--- src/rtl/ddr2_init_pkg.sv ---
`timescale 1ns/1ps
// Shared types and the fixed DDR2 power-up command list.
// Assumes the command list is fixed by the DDR2 power-up procedure; only the
// payloads and gap lengths are configurable.
package ddr2_init_pkg;

    // {RAS_n, CAS_n, WE_n}
    typedef enum logic [2:0] {
        CMD_MRS = 3'b000,
        CMD_REF = 3'b001,
        CMD_PRE = 3'b010,
        CMD_WR  = 3'b100,
        CMD_NOP = 3'b111
    } ddr2_cmd_e;

    typedef enum logic [1:0] {
        GAP_POWERUP,
        GAP_RP,
        GAP_RFC,
        GAP_MRD
    } gap_e;

    typedef enum logic [2:0] {
        PL_ZERO,
        PL_PRE_ALL,
        PL_EMR2,
        PL_EMR1_RUN,
        PL_EMR1_OCD_DFLT,
        PL_MR_DLL_RST,
        PL_MR_RUN
    } payload_e;

    typedef struct packed {
        ddr2_cmd_e cmd;
        logic [1:0] bank;
        payload_e payload;
        gap_e gap;
    } step_t;

    localparam int STEP_COUNT  = 14;
    localparam int A10_BIT     = 10;
    localparam int DLL_RST_BIT = 8;
    localparam int OCD_LSB     = 7;
    localparam int DLL_OFF_BIT = 0;

    // Returns the command, bank, payload kind and gap class of one step
    function automatic step_t step_lookup(input logic [3:0] idx);
        step_t s;
        case (idx)
            4'd0:    s = '{CMD_NOP, 2'd0, PL_ZERO,          GAP_POWERUP};
            4'd1:    s = '{CMD_NOP, 2'd0, PL_ZERO,          GAP_MRD};
            4'd2:    s = '{CMD_PRE, 2'd0, PL_PRE_ALL,       GAP_RP};
            4'd3:    s = '{CMD_MRS, 2'd2, PL_EMR2,          GAP_MRD};
            4'd4:    s = '{CMD_MRS, 2'd3, PL_ZERO,          GAP_MRD};
            4'd5:    s = '{CMD_MRS, 2'd1, PL_EMR1_RUN,      GAP_MRD};
            4'd6:    s = '{CMD_MRS, 2'd0, PL_MR_DLL_RST,    GAP_MRD};
            4'd7:    s = '{CMD_PRE, 2'd0, PL_PRE_ALL,       GAP_RP};
            4'd8:    s = '{CMD_REF, 2'd0, PL_ZERO,          GAP_RFC};
            4'd9:    s = '{CMD_REF, 2'd0, PL_ZERO,          GAP_RFC};
            4'd10:   s = '{CMD_MRS, 2'd0, PL_MR_RUN,        GAP_MRD};
            4'd11:   s = '{CMD_MRS, 2'd1, PL_EMR1_OCD_DFLT, GAP_MRD};
            4'd12:   s = '{CMD_MRS, 2'd1, PL_EMR1_RUN,      GAP_MRD};
            default: s = '{CMD_WR,  2'd0, PL_ZERO,          GAP_MRD};
        endcase
        return s;
    endfunction

endpackage

--- src/rtl/ddr2_bank_pos.sv ---
`timescale 1ns/1ps
// Bank-select bit position from the memory geometry.
// The result is combinational; the configuration is assumed static.
module ddr2_bank_pos #(
    parameter int COL_W = 2,
    parameter int ROW_W = 2,
    parameter int POS_W = 5
) (
    input  logic [COL_W-1:0] col_code_i,
    input  logic [ROW_W-1:0] row_code_i,
    input  logic             interleave_i,
    input  logic             narrow_i,
    output logic [POS_W-1:0] pos_o
);
    // Sum the column term, the optional row term and the bus-width term
    always_comb begin
        pos_o = POS_W'(col_code_i) + POS_W'(9);
        if (!interleave_i) begin
            pos_o = pos_o + POS_W'(row_code_i) + POS_W'(11);
        end
        pos_o = pos_o + (narrow_i ? POS_W'(1) : POS_W'(2));
    end
endmodule

--- src/rtl/ddr2_gap_timer.sv ---
`timescale 1ns/1ps
// Loadable down-counter that measures the idle gap after a command.
// last_o is high in the final idle cycle of a gap of length >= 1.
module ddr2_gap_timer #(
    parameter int CNT_W = 16
) (
    input  logic             clk,
    input  logic             rst_n,
    input  logic             load_i,
    input  logic [CNT_W-1:0] load_val_i,
    output logic             last_o
);
    logic [CNT_W-1:0] cnt_q;

    // Load on a command cycle, otherwise count down to zero
    always_ff @(posedge clk) begin
        if (!rst_n) begin
            cnt_q <= '0;
        end else if (load_i) begin
            cnt_q <= load_val_i;
        end else if (cnt_q != '0) begin
            cnt_q <= cnt_q - 1'b1;
        end
    end

    assign last_o = (cnt_q == CNT_W'(1));
endmodule

--- src/rtl/ddr2_mr_payload.sv ---
`timescale 1ns/1ps
// Builds the address-bus payload for the current step.
// Forces the DLL-enable, DLL-reset and OCD bits and keeps every other bit
// of the caller's mode-register values. Assumes ADDR_W >= 11.
module ddr2_mr_payload
    import ddr2_init_pkg::*;
#(
    parameter int ADDR_W = 14
) (
    input  payload_e          kind_i,
    input  logic [ADDR_W-1:0] mr_i,
    input  logic [ADDR_W-1:0] emr1_i,
    input  logic [ADDR_W-1:0] emr2_i,
    output logic [ADDR_W-1:0] addr_o
);
    // Select a base word and override the bits that the sequence owns
    always_comb begin
        addr_o = '0;
        case (kind_i)
            PL_PRE_ALL: addr_o[A10_BIT] = 1'b1;
            PL_EMR2:    addr_o = emr2_i;
            PL_EMR1_RUN: begin
                addr_o = emr1_i;
                addr_o[DLL_OFF_BIT] = 1'b0;
                addr_o[OCD_LSB +: 3] = 3'b000;
            end
            PL_EMR1_OCD_DFLT: begin
                addr_o = emr1_i;
                addr_o[DLL_OFF_BIT] = 1'b0;
                addr_o[OCD_LSB +: 3] = 3'b111;
            end
            PL_MR_DLL_RST: begin
                addr_o = mr_i;
                addr_o[DLL_RST_BIT] = 1'b1;
            end
            PL_MR_RUN: begin
                addr_o = mr_i;
                addr_o[DLL_RST_BIT] = 1'b0;
            end
            default: addr_o = '0;
        endcase
    end
endmodule

--- src/rtl/ddr2_init_seq.sv ---
`timescale 1ns/1ps
// DDR2 power-up sequencer top. It steps through the fixed command list,
// issuing one command per step, then waits that step's gap. When the list
// ends it pulses refresh_ld and holds init_done until reset.
// Assumes the configuration is static from reset release to done and that
// WAIT_W >= GAP_W.
module ddr2_init_seq
    import ddr2_init_pkg::*;
#(
    parameter int COL_W  = 2,
    parameter int ROW_W  = 2,
    parameter int ADDR_W = 14,
    parameter int BA_W   = 3,
    parameter int GAP_W  = 8,
    parameter int WAIT_W = 16,
    localparam int POS_W = $clog2((1 << COL_W) + (1 << ROW_W) + 21)
) (
    input  logic              clk,
    input  logic              rst_n,
    input  logic [COL_W-1:0]  cfg_col_code,
    input  logic [ROW_W-1:0]  cfg_row_code,
    input  logic              cfg_interleave,
    input  logic              cfg_narrow_bus,
    input  logic [WAIT_W-1:0] cfg_powerup_wait,
    input  logic [GAP_W-1:0]  cfg_trp,
    input  logic [GAP_W-1:0]  cfg_trfc,
    input  logic [GAP_W-1:0]  cfg_tmrd,
    input  logic [ADDR_W-1:0] cfg_mr,
    input  logic [ADDR_W-1:0] cfg_emr1,
    input  logic [ADDR_W-1:0] cfg_emr2,
    output logic              cmd_valid,
    output logic [2:0]        cmd_code,
    output logic [BA_W-1:0]   cmd_ba,
    output logic [ADDR_W-1:0] cmd_addr,
    output logic [POS_W-1:0]  bank_bit_pos,
    output logic              refresh_ld,
    output logic              init_done
);
    localparam logic [3:0] LAST_STEP = 4'(STEP_COUNT - 1);

    typedef enum logic [2:0] {ST_IDLE, ST_ISSUE, ST_WAIT, ST_LOAD, ST_DONE} state_e;

    state_e            state_q;
    logic [3:0]        step_q;
    step_t             cur;
    logic [WAIT_W-1:0] gap_val;
    logic              timer_last;
    logic              advance;
    logic [ADDR_W-1:0] payload;

    ddr2_bank_pos #(.COL_W(COL_W), .ROW_W(ROW_W), .POS_W(POS_W)) u_pos (
        .col_code_i   (cfg_col_code),
        .row_code_i   (cfg_row_code),
        .interleave_i (cfg_interleave),
        .narrow_i     (cfg_narrow_bus),
        .pos_o        (bank_bit_pos)
    );

    ddr2_gap_timer #(.CNT_W(WAIT_W)) u_timer (
        .clk        (clk),
        .rst_n      (rst_n),
        .load_i     (state_q == ST_ISSUE),
        .load_val_i (gap_val),
        .last_o     (timer_last)
    );

    ddr2_mr_payload #(.ADDR_W(ADDR_W)) u_payload (
        .kind_i (cur.payload),
        .mr_i   (cfg_mr),
        .emr1_i (cfg_emr1),
        .emr2_i (cfg_emr2),
        .addr_o (payload)
    );

    // Decode the current step
    assign cur = step_lookup(step_q);

    // Pick the idle-gap length for the current step's gap class
    always_comb begin
        case (cur.gap)
            GAP_POWERUP: gap_val = cfg_powerup_wait;
            GAP_RP:      gap_val = WAIT_W'(cfg_trp);
            GAP_RFC:     gap_val = WAIT_W'(cfg_trfc);
            default:     gap_val = WAIT_W'(cfg_tmrd);
        endcase
    end

    // A step finishes after its command when there is no gap, else on the gap's last cycle
    assign advance = ((state_q == ST_ISSUE) && (gap_val == '0)) ||
                     ((state_q == ST_WAIT) && timer_last);

    // Sequencer state and step index
    always_ff @(posedge clk) begin
        if (!rst_n) begin
            state_q <= ST_IDLE;
            step_q  <= '0;
        end else begin
            case (state_q)
                ST_IDLE: state_q <= ST_ISSUE;
                ST_ISSUE, ST_WAIT: begin
                    if (advance) begin
                        if (step_q == LAST_STEP) begin
                            state_q <= ST_LOAD;
                        end else begin
                            step_q  <= step_q + 1'b1;
                            state_q <= ST_ISSUE;
                        end
                    end else begin
                        state_q <= ST_WAIT;
                    end
                end
                ST_LOAD: state_q <= ST_DONE;
                default: state_q <= ST_DONE;
            endcase
        end
    end

    // Drive the command bus only in a command cycle, NOP otherwise
    always_comb begin
        cmd_valid = (state_q == ST_ISSUE);
        cmd_code  = CMD_NOP;
        cmd_ba    = '0;
        cmd_addr  = '0;
        if (cmd_valid) begin
            cmd_code = cur.cmd;
            cmd_ba   = BA_W'(cur.bank);
            cmd_addr = payload;
        end
    end

    assign refresh_ld = (state_q == ST_LOAD);
    assign init_done  = (state_q == ST_LOAD) || (state_q == ST_DONE);
endmodule

--- config.mk ---
export PLATFORM = sky130hd
export DESIGN_NAME = ddr2_init_seq
export DESIGN_NICKNAME = d
export VERILOG_FILES = /design/src/rtl/ddr2_init_pkg.sv /design/src/rtl/ddr2_bank_pos.sv /design/src/rtl/ddr2_gap_timer.sv /design/src/rtl/ddr2_mr_payload.sv /design/src/rtl/ddr2_init_seq.sv
export SDC_FILE = /design/constraint.sdc
export NUM_CORES = 1
export LEC_CHECK = 0
export ABC_AREA = 0
export BUFFER_PORTS_ARGS = -buffer_cell sky130_fd_sc_hd__buf_2
export CORE_UTILIZATION = 45
export CTS_CLUSTER_SIZE = 14
export DETAILED_ROUTE_END_ITERATION = 12
export GPL_TIMING_DRIVEN = 0
export PLACE_DENSITY = 0.82
export RECOVER_POWER = 100
export SLEW_MARGIN = 40
export SYNTH_ARGS = -nofsm -noshare
export SYNTH_HDL_FRONTEND = slang
export SYNTH_SLANG_ARGS = --single-unit
--- constraint.sdc ---
create_clock -name clk -period 2.9 [get_ports clk]
set_input_delay 0.58 -clock clk [delete_from_list [all_inputs] [get_ports clk]]
set_output_delay 0.58 -clock clk [all_outputs]
set_load 0.005 [all_outputs]
; After elaboration in Yosys (flattened, before gate mapping)
; Memory sizes are Yosys's and may differ from the RTL's. A register that Yosys moved wholly into a read port is not among the register bits.
; Index checks and enable logic that the tools add are counted.
[op_classes]
add_sub_neg = 6
multipliers = 0
n_div = 0
order_cmp = 0
eq_ne = 14
shifts = 0
n_mux = 16
bitwise = 1
reduce_logical = 13
[op_table]
columns = operator, count
row1 = $pmux W10 S5, 1
row2 = $pmux W16 S3, 1
row3 = $mux W16, 2
row4 = $eq A16 B1 Y1 const B, 1
row5 = $logic_not A16 Y1, 1
row6 = $reduce_bool A16 Y1, 1
row7 = $sub A16 B1 Y16 const B, 1
row8 = $mux W14, 1
row9 = $eq A3 B2 Y1 const B, 4
row10 = $eq A3 B3 Y1 const B, 4
row11 = $pmux W3 S3, 1
row12 = $mux W4, 2
row13 = $eq A3 B1 Y1 const B, 2
row14 = $mux W2, 3
row15 = $mux W3, 2
row16 = $pmux W3 S2, 1
row17 = $reduce_or A2 Y1, 3
row18 = $add A2 B4 Y5 const B, 1
row19 = $add A5 B2 Y5, 1
row20 = $add A5 B4 Y5 const B, 1
row21 = $add A5 B5 Y5, 1
row22 = $mux W5, 1
row23 = $add A4 B1 Y4 const B, 1
row24 = $eq A4 B4 Y1 const B, 1
row25 = 10 further kinds, 12
[totals]
regBits = 23
latchBits = 0
ramBits = 0
mem_bits_ro = 160
memories = 1
[mem_list]
columns = memory, words, width, rd, rd_ports_with_merged_regs, write_ports, line_no
row1 = (name not given), 16, 10, 1, 1, 0, ddr2_init_pkg.sv:49  ; case (idx)

; Longest topological paths before layout
; Gate-level depths: netlist of the first run.
[depth]
depth_word = 8
ltp_mapped = 11
ltp_nobuf = 11

; Modules after synthesis
; A second synthesis of the first run with hierarchy kept.
[unflattened]
hier_cells = 355
hier_area_um2 = 3079.2
[by_module_without_submodules]
columns = module, n_inst, cells_each, area_each_um2, seq_area_each_um2
row1 = ddr2_init_seq, 1, 139, 1256.2, 340.3
row2 = ddr2_gap_timer, 1, 115, 918.4, 320.3
row3 = ddr2_mr_payload, 1, 72, 658.1, 0.0
row4 = ddr2_bank_pos, 1, 29, 246.5, 0.0

; Least setup slack after synthesis of the first run
; Ideal clock, no wire load.
[synth_path]
path_kind = input -> register
startpoint = input cfg_tmrd[7]
endpoint = register cur[2] (netlist name)
t_arrival_ns = 2.966
required_ns = 2.783
setup_slack_ns = -0.183
cell_stages = 8
path_buffers = 0
path_cell_list = mux4_2 > or4_4 > nor4_2 > nor2_1 > o2111ai_4 > inv_2 > a221o_1 > a32o_1
[synth_via]
elab_chain_len = 7
[synth_lines]
columns = element, line_no
row1 = "start, declared", ddr2_init_seq.sv:27  ; input logic [GAP_W-1:0] cfg_tmrd,
row2 = $pmux W16 S3, ddr2_init_seq.sv:80  ; case (cur.gap)
row3 = $logic_not A16 Y1, ddr2_init_seq.sv:89  ; assign advance = ((state_q == ST_ISSUE) && (gap_val == '0)) ||
row4 = $logic_and A1 B1 Y1, ddr2_init_seq.sv:89
row5 = $logic_or A1 B1 Y1, ddr2_init_seq.sv:89
row6 = $reduce_and A3 Y1 (no source line), -
row7 = $mux W4 (no source line) (2 in a row), -
; Every way passes these cells.
; A chain may end at the register's enable or synchronous reset.

; Worst setup path in the final report of the first run
[layout_path]
startpoint = register cur[0] (netlist name)
endpoint = register cur[2] (netlist name)
[layout_via]
elab_chain_len = 8
word_cells_on_any_way = 10
classes_between = 2 x eq/ne / 3 x mux / 5 x reduce/logical
[layout_lines]
columns = element, line_no
row1 = "$eq A2 B2 Y1, or another cell as far along", ddr2_init_seq.sv:80
row2 = $pmux W16 S3 *, ddr2_init_seq.sv:80
row3 = $logic_not A16 Y1 *, ddr2_init_seq.sv:89
row4 = $logic_and A1 B1 Y1 *, ddr2_init_seq.sv:89
row5 = $logic_or A1 B1 Y1 *, ddr2_init_seq.sv:89
row6 = $reduce_and A3 Y1 (no source line) *, -
row7 = $mux W4 (no source line) * (2 in a row), -
; Every way passes the cells marked *; elsewhere a longest branch is shown, timed or not.

==> impl_metrics.py, run 1 <==
metrics = {
    "global_routing": {
        "grt_pass1_wl_um": 14100,
        "grt_max_degree": 14,
        "track_usage_pct": 24.7,
        "first_global_vias": 3068,
        "antenna_found_initial": 0,
        "overflow": 0,
    },
    "floorplan": {
        "die_w_um": 83.0,
        "row_count": 29,
        "die-area_mm2": 0.00689,
        "coreArea_mm2": 0.00635,
        "start_util_pct": 46.5,
        "die_height_um": 83.0,
        "ios": 118,
    },
    "sta": {
        "max_slew_margin_pct": 50.9,
        "finalSetupViolations": 15,
        "max_freq_ghz": 0.309,
        "skew_ns": 0.00539,
        "setup_slack_ns": -0.334,
        "slew_viol_final": 0,
        "fin_crit_ns": 3.23,
        "hold_violations": 0,
        "worst_slew_pin_slew_ns": 0.730,
        "rsz0062_at_grt": "true",
        "finalCritPeriodShare_pct": 112,
    },
    "routing": {
        "drt_first_pass_iters": 8,
        "ant_nets": 0,
        "drt_iter0_drc": 259,
        "post-route-drc-count": 0,
        "wl_per_cell_um": 15.0,
        "viasPerCell": 5.72,
        "route.vias.total": 3396,
        "wl_um": 8900,
    },
    "worst_setup_path": {
        "critPathTopFamily": "simple AND/OR/NAND/NOR gates",
        "slowest_stage": "or4_4",
        "cp_common_cell": "buf_4",
        "r2r-start": "cur[0]",
        "slowest_delay_ns": 0.54,
        "cp_num_cells": 11,
        "rrSetupSlack_ns": -0.33,
        "arrival_ns": 3.41,
        "critPathLaunchType": "flop",
        "critPathCaptureType": "flop",
        "criticalPathCategory": "flop to flop",
        "crit_path_max_fanout": 5,
        "crit_required_ns": 3.07,
        "cp_num_buf_inv": 4,
        "worst_r2r_endpoint": "cur[2]",
        "path_cells": "buf_8 > buf_6 > mux4_2 > or4_4 > buf_4 > nor4_4 > buf_4 > o21ai_2 > xnor2_2 > a221o_1 > a32o_2",
        "startpoint": "cur[0]",
        "r2r_cells": 11,
        "cp-endpoint": "cur[2]",
    },
    "synthesis": {
        "synth-seq-cells": 33,
        "synth_async_sr_flop_share_pct": 0,
        "yosysUniqueCellTypes": 62,
        "synth_edf_count": 0,
        "synthCells": 381,
        "synth-adder-area-share_pct": 5.59,
        "yosysWarnings": 0,
        "seq_area_frac_synth_pct": 22.4,
        "synth_compound_gate_area_share_pct": 18.8,
        "synth_nets": 483,
        "syn-mean-instance-area_um2": 7.75,
        "netlist_area_mm2": 0.00295,
        "synth-simple-area-share_pct": 26.0,
        "synth_xor_area_share_pct": 5.89,
        "synth_flop_cell": "dfxtp_1",
        "synthMuxAreaShare_pct": 14.3,
        "synth_top_family_by_area": "simple AND/OR/NAND/NOR gates",
    },
    "clocking": {
        "postCtsHoldBufs": 0,
        "clk_latency_ns": 0.29,
        "cts-root-buf": "clkbuf_8",
        "clk_pin_slew_ns": 0.07,
        "cts_sinks": 33,
        "clockBufferDepth": 2,
        "h-tree-depth": 2,
        "cts_tree": "yes",
        "cts_made_buffers": 5,
    },
    "power_and_ir_drop": {
        "power.density_mw_per_mm2": 539,
        "power_mw": 2.20,
        "ir_worst_vdd_mv": 0.368,
        "p_leak_nw": 1.77,
    },
    "layout": {
        "final_util_pct": 64.2,
        "area_growth_pct": 38.1,
        "fillers": 522,
        "drive_gt1_share_pct": 36.9,
        "multi_input_area_mm2": 0.00226,
        "instances_no_fill": 594,
        "fin_nets": 619,
        "antenna_cells": 0,
        "ff_latch_area_um2": 663,
    },
    "place": {
        "portBuffers": 111,
        "dp_cells": 569,
        "dp_hpwl_um": 6430,
        "routabilityCongestion": 0.948,
    },
    "status": {
        "violations": "setup timing",
        "status": "finished with violations",
    },
    "flow_run": {
        "maxCapViolCount": 0,
    },
    "hold_path": {
        "min_path_type": "input pin to flop",
    },
}
## state kept, by name, summed over array words and instances (netlist names)
name,flops
u_timer.cnt_q,16
state_q,3
step_q,4
cur,10
## routing by layer
layer | part of all wire, % | track usage [%] | vias to the layer above | wire length [µm]
met5 | 0 | 0 | - | 0
met3 | 7.9 | 4.67 | 23 | 707
met1 | 41 | 30.9 | 1549 | 3670
met4 | 2.0 | 6.90 | 0 | 176
met2 | 49 | 43.2 | 192 | 4350
li1 | - | - | 1632 | -
## power breakdown
group | total, mW | switching, mW | internal, mW
clock network | 0.348 | 0.160 | 0.188
registers | 0.700 | 0.128 | 0.572
logic | 1.15 | 0.626 | 0.525
total | 2.20 | 0.913 | 1.29
## worst reg2reg max path: cells and delay by family (launching register included)
family                    cells  cell delay, ns
DFF                           1            0.34
buffers and inverters         4            0.56
and+or+nand+nor               2            0.79
AOI/OAI and AO/OA             3            0.72
muxes                         1            0.50
xor gates and xnor gates      1            0.21
## cell type report
class                      count  share of cell area [%]
tap                           77                    2.36
sequential                    33                    16.3
timing repair buffer         130                    18.6
buffer                        22                    3.16
clock buffer                   7                    2.12
inverter                      22                    2.15
multi-input combinational    303                    55.4
## Yosys cell counts (2+ instances only)
library cell	number	share of area [%]
and2_1	3	0.64
and3_1	2	0.42
mux2_2	2	0.76
nand3_1	16	2.7
o21ai_1	2	0.34
or4_4	2	0.76
nor2b_1	2	0.42
nand2_1	33	4.2
o211ai_1	2	0.51
nor3_1	12	2.0
buf_4	2	0.51
fa_1	2	1.4
mux4_2	3	2.3
o21ai_0	14	2.4
clkbuf_1	15	1.9
dfxtp_1	33	22
a22oi_1	6	1.5
nor4_1	6	1.3
nand2b_1	9	1.9
mux4_1	5	4.4
ha_1	10	4.2
mux2i_1	20	6.8
or3_1	3	0.64
o221a_2	2	0.76
nor2_1	56	7.1
a21oi_1	31	5.3
or4_1	3	0.76
inv_1	21	2.7
a31oi_1	5	1.1
a211oi_1	7	1.8
xor2_1	10	3.0
o22ai_1	2	0.42
a21boi_0	2	0.51
xnor2_1	8	2.4
buf_6	3	1.1
## cells by family (layout without fill, tap and decap cells)
kind of cell,count (synthesis),in the layout
compound gates,84,84
xor+xnor,19,19
fa+ha+maj,12,12
buf+inv,45,181
flops,33,33
mux,30,30
other cells,1,1
simple gates,157,157
## worst min-delay path by stage
stage | start | to | slack, ns | depth (start not counted)
3_5_place_dp | state_q[2] | state_q[1] | 0.56 | 1
3_3_place_gp | state_q[2] | state_q[1] | 0.54 | 1
6_report | cfg_powerup_wait[10] | u_timer.cnt_q[10] | 0.56 | 3
2_1_floorplan | state_q[2] | state_q[1] | 0.50 | 1
4_1_cts | cfg_powerup_wait[13] | u_timer.cnt_q[13] | 0.56 | 3
5_1_grt | cfg_powerup_wait[10] | u_timer.cnt_q[10] | 0.57 | 3
## cell usage in the layout, fill, tap and decap left out, drive strengths merged, types with 9 or more instances in the layout
master | Yosys | layout
nand2b | 9 | 9
nor3 | 12 | 12
inv | 22 | 22
o21ai | 16 | 16
buf | 7 | 135
dfxtp | 33 | 33
nor2 | 56 | 56
a21oi | 32 | 32
nand2 | 33 | 33
clkbuf | 15 | 23
xor2 | 10 | 10
nand3 | 16 | 16
xnor2 | 9 | 9
ha | 10 | 10
mux2i | 20 | 20
## stage by stage
| step | hold WS (ns) | TNS [ns] | instance area (µm²) | setup slack, ns |
|---|---|---|---|---|
| after global routing | 0.574 | -4.41 | 4080 | -0.400 |
| after global placement | 0.536 | -4.39 | 3650 | -0.452 |
| final | 0.560 | -3.32 | 4080 | -0.334 |
| after detailed placement | 0.565 | -4.84 | 3650 | -0.487 |
| after CTS | 0.557 | -2.06 | 3910 | -0.256 |
| after floorplan | 0.499 | -0.581 | 3000 | -0.119 |
## repair_timing
| item | 4_1_cts | 5_1_grt |
|---|---|---|
| gates resized for setup | 29 | 22 |
| setup endpoints to repair | 19 | 26 |
| pin swaps | 20 | 20 |
| endpoints found under the hold margin | 0 | 0 |
| buffers inserted | 8 | 11 |
Note: power is estimated with default switching activity, not from simulation.
==> run 2: changes to the inputs <==
Settings changed: ABC_AREA 0 to 1, CORE_UTILIZATION 45 to 44.
==> impl_metrics.py, run 2 <==
metrics = {
    "sta": {
        "finalSetupViolations": 4,
        "hold_violations": 0,
        "setup-tns-final_ns": -0.863,
        "slew_viol_final": 0,
        "finalCritPeriodShare_pct": 110,
        "max_slew_margin_pct": 42.0,
        "setup_slack_ns": -0.300,
        "max_freq_ghz": 0.312,
        "skew_ns": 0.0103,
        "rsz0062_at_grt": "true",
        "hold_ws_ns": 0.549,
        "fin_crit_ns": 3.20,
        "worst_slew_pin_slew_ns": 0.870,
    },
    "worst_setup_path": {
        "cp_common_cell": "ha_4",
        "critPathLaunchType": "input pin",
        "r2r_cells": 17,
        "arrival_ns": 2.62,
        "r2r-start": "cur[0]",
        "startpoint": "cfg_col_code[0]",
        "path_cells": "buf_8 > ha_4 > inv_4 > ha_4 > inv_4 > ha_4 > inv_2 > o21ai_2 > inv_1 > fa_2 > inv_2 > a31oi_1 > a31o_2 > buf_2",
        "crit_path_max_fanout": 2,
        "criticalPathCategory": "input pin to output pin",
        "rrSetupSlack_ns": 0.22,
        "crit_required_ns": 2.32,
        "critPathCaptureType": "output pin",
        "slowest_stage": "fa_2",
        "slowest_delay_ns": 0.34,
    },
    "layout": {
        "drive_gt1_share_pct": 27.9,
        "final_util_pct": 60.3,
        "antenna_cells": 0,
        "regMostFlops": "u_timer.cnt_q",
        "instances_no_fill": 634,
        "final_cell_mix": "nand2_1, buf_2, inv_1",
        "fin_nets": 660,
        "final_common_cell": "nand2_1",
        "finalInstanceArea_mm2": 0.00359,
        "area_growth_pct": 30.8,
        "largest_reg_flops": 16,
    },
    "global_routing": {
        "first_global_vias": 2915,
        "overflow": 0,
        "grt_pass1_wl_um": 12700,
        "grt_max_degree": 11,
        "track_usage_pct": 24.8,
        "antenna_found_initial": 0,
    },
    "synthesis": {
        "synthCells": 439,
        "syn-mean-instance-area_um2": 6.26,
        "synth_async_sr_flop_share_pct": 0,
        "synth_top_area_cell": "dfxtp_1",
        "yosysMostFrequentCell": "nand2_1",
        "synth.top_cells.by_area": "dfxtp_1, nand2_1, inv_1",
        "synthDominantCellAreaShare_pct": 24.1,
        "netlist_area_mm2": 0.00275,
        "synth_flop_cell": "dfxtp_1",
        "yosysUniqueCellTypes": 46,
        "seq_area_frac_synth_pct": 24.1,
        "synth_edf_count": 0,
        "synth_nets": 541,
        "yosysWarnings": 0,
        "synth-seq-cells": 33,
        "yosys-top-cells-count": "nand2_1, inv_1, nor2_1, nand3_1, dfxtp_1",
    },
    "power_and_ir_drop": {
        "p_comb_share_pct": 49.6,
        "ir_worst_vdd_mv": 0.313,
        "pwr-share-clk_pct": 21.0,
        "power.share.sequential_pct": 29.5,
        "switchingPower_mw": 0.870,
        "internal-power_mw": 1.24,
        "power.density_mw_per_mm2": 587,
        "p_leak_nw": 1.83,
        "power_mw": 2.11,
        "swShare_pct": 41.3,
    },
    "routing": {
        "route.vias.total": 3229,
        "drt_iter0_drc": 239,
        "drt_first_pass_iters": 5,
        "viasPerCell": 5.09,
        "wl_um": 8110,
        "ant_nets": 0,
        "post-route-drc-count": 0,
        "wl_per_cell_um": 12.8,
    },
    "floorplan": {
        "die-area_mm2": 0.00656,
        "coreArea_mm2": 0.00596,
        "die_height_um": 81.0,
        "row_count": 28,
        "start_util_pct": 46.1,
        "die_w_um": 81.0,
        "ios": 118,
    },
    "hold_path": {
        "hold_start": "u_timer.cnt_q[1]",
        "hold-path-cell-count": 2,
        "min_path_type": "flop to flop",
    },
    "place": {
        "dpl_cell_area_mm2": 0.00341,
        "dp_cells": 623,
        "dp_hpwl_um": 6440,
        "routabilityCongestion": 0.912,
        "dp_slack_ns": -0.445,
        "portBuffers": 109,
    },
    "clocking": {
        "cts_tree": "yes",
        "clk_latency_ns": 0.29,
        "cts_sinks": 33,
        "cts_made_buffers": 5,
        "clockBufferDepth": 2,
        "cts-root-buf": "clkbuf_8",
        "postCtsHoldBufs": 0,
        "clk_pin_slew_ns": 0.07,
        "h-tree-depth": 2,
    },
    "status": {
        "status": "finished with violations",
        "violations": "setup timing",
    },
    "flow_run": {
        "maxCapViolCount": 0,
    },
}
-- run 2: cell count changes in the layout (fill, tap and decap cells not counted), moves of 7 or more --
cell	previous run	this run
buf_4	13	5
nand3_1	15	42
nand2b_1	9	0
mux2i_1	20	1
inv_1	18	55
a21oi_1	30	15
or2_1	0	7
nand2_1	32	108
-- run 2: what timing repair did --
action                     in CTS  in global routing
pin swaps                       9                  2
setup endpoints to repair       4                 20
gates resized for setup        11                  9
setup buffers                   5                  0
-- run 2: final timing paths --
path                      endpoint
setup / recovery   bank_bit_pos[4]
hold / removal    u_timer.cnt_q[1]
setup reg to reg            cur[5]
hold reg to reg   u_timer.cnt_q[1]
-- run 2: power groups by stage --
stage	logic [mW]	clock network [mW]	registers, mW
after floorplan	0.730	0	0.613
after global placement	0.965	0	0.626
after detailed placement	0.994	0	0.630
after CTS	1.03	0.449	0.620
after global routing	1.18	0.470	0.634
final	1.04	0.442	0.621
-- run 2: final cells by class --
type / count / area (µm²)
clock inverters: 1 / 30.0
clock buffers: 7 / 86.3
inverters: 65 / 253
plain buffers: 14 / 68.8
fillers: 575 / 2360
flip-flops and latches: 33 / 661
well taps: 75 / 93.8
repair buffers: 113 / 592
multi-input cells: 326 / 1810
-- run 2: metal layers --
layer  part of all wire [%]  wire length (µm)  track usage, %  vias up
li1                       -                 -               -     1661
met1                     42              3440            30.2     1468
met2                     52              4250            45.6       88
met3                    3.8               309            2.92       12
met4                    1.3               104            6.43        0
met5                      0                 0               0        -
-- run 2: critical path: cells and delay by family --
kind | cells | cell delay, ns
AOI/OAI and AO/OA | 3 | 0.46
adders and majority gates | 4 | 1.12
buffers and inverters | 7 | 0.46
-- run 2: cells by family after synthesis --
kind of cell / Yosys count / share of synthesized area [%]
AND/OR/NAND/NOR: 242 / 41.0
adder cells (fa/ha/maj): 12 / 6.01
other: 1 / 0.137
multiplexers: 2 / 0.774
flip-flops: 33 / 24.1
XOR/XNOR: 11 / 3.51
buffers and inverters: 80 / 11.8
AO/OA/AOI/OAI: 58 / 12.8
